--- config.mk ---
export PLATFORM = sky130hd
export DESIGN_NAME = irqagg_status
export DESIGN_NICKNAME = d
export VERILOG_FILES = /design/src/rtl/irqagg_pkg.sv /design/src/rtl/irqagg_sleep_wake.sv /design/src/rtl/irqagg_global_pick.sv /design/src/rtl/irqagg_code_pack.sv /design/src/rtl/irqagg_status.sv
export SDC_FILE = /design/constraint.sdc
export NUM_CORES = 1
export LEC_CHECK = 0
export ABC_AREA = 1
export BUFFER_PORTS_ARGS = -buffer_cell sky130_fd_sc_hd__buf_2
export CAP_MARGIN = 20
export CELL_PAD_IN_SITES_DETAIL_PLACEMENT = 0
export CELL_PAD_IN_SITES_GLOBAL_PLACEMENT = 1
export CORE_ASPECT_RATIO = 0.75
export CORE_MARGIN = 2
export CORE_UTILIZATION = 22
export CTS_CLUSTER_DIAMETER = 40
export DETAILED_ROUTE_END_ITERATION = 8
export PLACE_DENSITY_LB_ADDON = 0.1
export SLEW_MARGIN = 20
export SYNTH_ARGS = -nofsm -noshare
export SYNTH_HDL_FRONTEND = slang
export SYNTH_SLANG_ARGS = --single-unit
--- constraint.sdc ---
create_clock -name clk -period 2.35 [get_ports clk]
set_clock_uncertainty 0.15 [all_clocks]
set_input_delay 0.1175 -clock clk [delete_from_list [all_inputs] [get_ports clk]]
set_output_delay 0.1175 -clock clk [all_outputs]
set_load 0.02 [all_outputs]
--- src/rtl/irqagg_pkg.sv ---
package irqagg_pkg;
  typedef enum logic [2:0] {
    GC_NONE = 3'b000,
    GC_WAKE = 3'b101,
    GC_TMR  = 3'b110,
    GC_IO   = 3'b111
  } gcode_e;
endpackage

--- src/rtl/irqagg_sleep_wake.sv ---
module irqagg_sleep_wake #(
  parameter int NUM_CH = 8
) (
  input  logic              clk,
  input  logic              rst,
  input  logic [NUM_CH-1:0] asleep_i,
  input  logic              clr_i,
  output logic              wake_o
);
  logic all_now;
  logic all_q;
  logic set_w;

  assign all_now = &asleep_i;
  assign set_w   = all_q & ~all_now;

  always_ff @(posedge clk) begin
    if (rst) begin
      all_q  <= 1'b0;
      wake_o <= 1'b0;
    end else begin
      all_q  <= all_now;
      // set has priority over a same-cycle clear
      wake_o <= set_w | (wake_o & ~clr_i);
    end
  end
endmodule

--- src/rtl/irqagg_global_pick.sv ---
module irqagg_global_pick
  import irqagg_pkg::*;
#(
  parameter int CODE_W = 3
) (
  input  logic              wake_i,
  input  logic              tmr_i,
  input  logic              io_i,
  output logic [CODE_W-1:0] code_o
);
  always_comb begin
    if (wake_i)     code_o = CODE_W'(GC_WAKE);
    else if (tmr_i) code_o = CODE_W'(GC_TMR);
    else if (io_i)  code_o = CODE_W'(GC_IO);
    else            code_o = CODE_W'(GC_NONE);
  end
endmodule

--- src/rtl/irqagg_code_pack.sv ---
module irqagg_code_pack #(
  parameter int NUM_CH = 8,
  parameter int CODE_W = 3,
  localparam int FLD_W = NUM_CH * CODE_W
) (
  input  logic [NUM_CH-1:0] req_i,
  input  logic [FLD_W-1:0]  cause_i,
  input  logic [CODE_W-1:0] glob_i,
  output logic [FLD_W-1:0]  field_o
);
  for (genvar n = 0; n < NUM_CH; n++) begin : g_slot
    if (n == 0) begin : g_shared
      // channel 0 own causes outrank device-wide sources
      assign field_o[CODE_W*n +: CODE_W] =
        req_i[n] ? cause_i[CODE_W*n +: CODE_W] : glob_i;
    end else begin : g_plain
      assign field_o[CODE_W*n +: CODE_W] =
        req_i[n] ? cause_i[CODE_W*n +: CODE_W] : '0;
    end
  end
endmodule

--- src/rtl/irqagg_status.sv ---
module irqagg_status #(
  parameter int NUM_CH = 8,
  parameter int CODE_W = 3,
  parameter int STAT_W = NUM_CH * (CODE_W + 1),
  parameter int LANES  = (STAT_W + 7) / 8
) (
  input  logic                     clk,
  input  logic                     rst,
  input  logic [NUM_CH-1:0]        ch_req,
  input  logic [NUM_CH*CODE_W-1:0] ch_cause,
  input  logic [NUM_CH-1:0]        ch_asleep,
  input  logic                     tmr_irq,
  input  logic                     io_irq,
  input  logic                     rd_stb,
  input  logic [LANES-1:0]         rd_lanes,
  input  logic                     wr_stb,
  input  logic [STAT_W-1:0]        wr_data,
  output logic [STAT_W-1:0]        stat_word
);
  localparam int FLD_W = NUM_CH * CODE_W;

  logic              wake_w;
  logic              clr_w;
  logic [CODE_W-1:0] glob_w;
  logic [FLD_W-1:0]  field_w;
  logic              wr_unused;

  assign clr_w     = rd_stb & rd_lanes[0];
  assign wr_unused = wr_stb ^ (^wr_data);

  irqagg_sleep_wake #(.NUM_CH(NUM_CH)) u_wake (
    .clk     (clk),
    .rst     (rst),
    .asleep_i(ch_asleep),
    .clr_i   (clr_w),
    .wake_o  (wake_w)
  );

  irqagg_global_pick #(.CODE_W(CODE_W)) u_glob (
    .wake_i(wake_w),
    .tmr_i (tmr_irq),
    .io_i  (io_irq),
    .code_o(glob_w)
  );

  irqagg_code_pack #(.NUM_CH(NUM_CH), .CODE_W(CODE_W)) u_pack (
    .req_i  (ch_req),
    .cause_i(ch_cause),
    .glob_i (glob_w),
    .field_o(field_w)
  );

  always_ff @(posedge clk) begin
    if (rst) stat_word <= '0;
    else     stat_word <= STAT_W'({field_w, ch_req});
  end
endmodule

==> impl_metrics.json <==
{
  "viasPerCell": 3.61,
  "synth_edf_count": 0,
  "synthTopCellsByCount": "dfxtp_1, inv_1, nor2_1, nand2_1",
  "postPlaceCellArea_um2": 1450,
  "port_buffers": 77,
  "synth_area_um2": 997,
  "htreeDepth": 2,
  "max_stage_delay_ns": 0.55,
  "nets": 341,
  "crit_type": "in2reg",
  "min_path_type": "in2reg",
  "synthSimpleGateAreaFrac": 0.166,
  "ioPinCount": 114,
  "synth_cell_type_count": 8,
  "reg2reg_depth": 4,
  "core_um2": 4410,
  "dp.cells": 250,
  "cp_cell_sequence": "dlygate4sd3_1 -> buf_2 -> inv_1 -> nand2_1 -> dlygate4sd3_1 -> a21oi_1 -> dlygate4sd3_1",
  "drt_pass1_iterations": 4,
  "place_congestion": 0.681,
  "synth.avg_cell_area_um2": 8.60,
  "async_flop_share": 0,
  "tns_ns": 0,
  "cts_resized": 0,
  "die_w_um": 81.7,
  "yosys.cell_count.top_type": "dfxtp_1",
  "area_growth_pct": 114,
  "slew-limit-headroom": 0.858,
  "crit_cells": 7,
  "grt_overflow_total": 0,
  "drt_iter0_markers": 41,
  "synth-adder-area-share": 0,
  "hold_buffers": 59,
  "grt_pass1_vias": 1171,
  "final_area_um2": 2140,
  "synth_xor_area_frac": 0,
  "synth_top_area_share": 0.683,
  "p_leak_nw": 1.24,
  "dieArea_um2": 5090,
  "crit_top_cell": "dlygate4sd3_1",
  "drc_errors": 0,
  "cts_tree": "yes",
  "syn_inst": 116,
  "diodes": 0,
  "start_util": 0.226,
  "clock_sinks": 34,
  "grt_pass1_wl_um": 4690,
  "via_count": 1144,
  "cts-root-buf": "clkbuf_8",
  "routedWlPerCell_um": 9.07,
  "yosys_warnings": 0,
  "setup_viol": 0,
  "antenna_found_initial": 0,
  "cp.required_ns": 2.42,
  "worst_pin_slew_ns": 0.213,
  "synth.largest_area_cell": "dfxtp_1",
  "worst-path-max-fanout": 3,
  "min_period_over_period": 0.862,
  "ys.flop_type": "dfxtp_1",
  "postRouteAntennaNets": 0,
  "cts_setup_buffers": 0,
  "grt_max_degree": 11,
  "synth_compound_area_frac": 0.0351,
  "gr-usage-all-layers": 0.123,
  "routed_wl_um": 2870,
  "finalMaxSlewViolations": 0,
  "instances_no_fill": 317,
  "rsz0062_at_grt": "no",
  "cts_max_path_buffers": 2,
  "total_power_w": 0.00123,
  "worstSkewPairLatency_ns": 0.27,
  "synth_nets": 198,
  "crit_path_top_delay_cell": "dlygate4sd3_1",
  "period_needed_ns": 2.03,
  "layout-drive-gt1-share": 0.327,
  "outcome": "finished, final reports clean",
  "critical_path.top_delay_family": "buffers and inverters",
  "hold_violations": 0,
  "critical_path_buf_inv_count": 5,
  "r2r-start": "u_wake.wake_o",
  "numCtsBuffers": 5,
  "yosysSeqAreaShare": 0.683,
  "max-cap-violations": 0,
  "hp-start": "ch_asleep[7]",
  "max_freq_mhz": 494,
  "synthTopCellsByArea": "dfxtp_1, inv_1, nor2_1",
  "synth_top_family_by_area": "simple AND/OR/NAND/NOR gates",
  "hold_depth": 5,
  "powerDensity_nw_per_um2": 576,
  "startpoint_type": "primary input",
  "path_clk_slew_ns": 0.06,
  "crit_arrival_ns": 2.09,
  "ys_ff_latch": 34,
  "fp-row-count": 21,
  "startpoint": "tmr_irq",
  "place_hpwl_um": 1800,
  "synth_mux_area_frac": 0,
  "fp.dieH_um": 62.3,
  "crit_path_end_kind": "flop",
  "ir_drop_mv": 0.305
}
-- stage by stage --
| step | util | hold slack [ns] | setup slack [ns] |
|---|---|---|---|
| final | 0.484 | 0.0228 | 0.324 |
| after global routing | 0.484 | 0.0546 | 0.262 |
| after CTS | 0.484 | 0.0178 | 0.347 |
| after detailed placement | 0.329 | 0.186 | 1.42 |
| after global placement | 0.329 | 0.179 | 1.43 |
| after floorplan | - | 0.0366 | 1.51 |
-- final cells by class --
cell class                 instances  area [um^2]
fill                             447         2280
timing repair buffer             136          976
sequential                        34          681
multi-input combinational         51          200
inverter                          31          116
clock buffer                       7         86.3
tap                               57         71.3
clock inverter                     1         5.00
-- kinds of logic after synthesis --
| kind of cell | count (synthesis) |
|---|---|
| AOI/OAI and AO/OA | 7 |
| and+or+nand+nor | 44 |
| buffers and inverters | 31 |
| DFF | 34 |
-- layout by cell type, fill, tap and decap left out --
cell type / synthesis / routed
inv_1: 30 / 30
clkbuf_8: 0 / 6
clkinv_2: 0 / 1
clkbuf_1: 0 / 1
buf_2: 0 / 77
dfxtp_1: 34 / 34
dlygate4sd3_1: 0 / 59
o21ai_0: 3 / 3
o21ai_1: 1 / 1
nor2_1: 27 / 27
inv_2: 1 / 1
a21oi_1: 3 / 3
nand2_1: 17 / 17
-- worst paths after layout --
check | slack [ns] | endpoint
setup / recovery | 0.32 | stat_word[8]
hold reg to reg | 0.85 | u_wake.wake_o
setup reg to reg | 0.89 | stat_word[9]
hold / removal | 0.02 | u_wake.all_q
-- registers in the layout, indices dropped and copies added, names as in the netlist --
name           count
stat_word         32
u_wake.wake_o      1
u_wake.all_q       1
-- worst reg2reg max path, delay by kind of cell (launching register included) --
kind	cells	cell delay [ns]
buffers and inverters	1	0.54
and+or+nand+nor	1	0.17
DFF	1	0.31
AOI/OAI and AO/OA	2	0.23
-- metal layers --
metal | global-route usage | vias to the layer above | share of wire
li1 | - | 610 | -
met1 | 0.124 | 490 | 0.41
met2 | 0.221 | 39 | 0.51
met3 | 0.0465 | 5 | 0.065
met4 | 0.0500 | 0 | 0.012
met5 | 0 | - | 0
-- where the power goes --
part | total (W) | internal (W) | switching, W | leakage, nW
clock network | 0.000423 | 0.000236 | 0.000187 | 0.0482
registers | 0.000608 | 0.000602 | 0.00000588 | 0.280
logic | 0.000199 | 0.000112 | 0.0000866 | 0.911
Note: power is estimated with default switching activity, not from simulation.
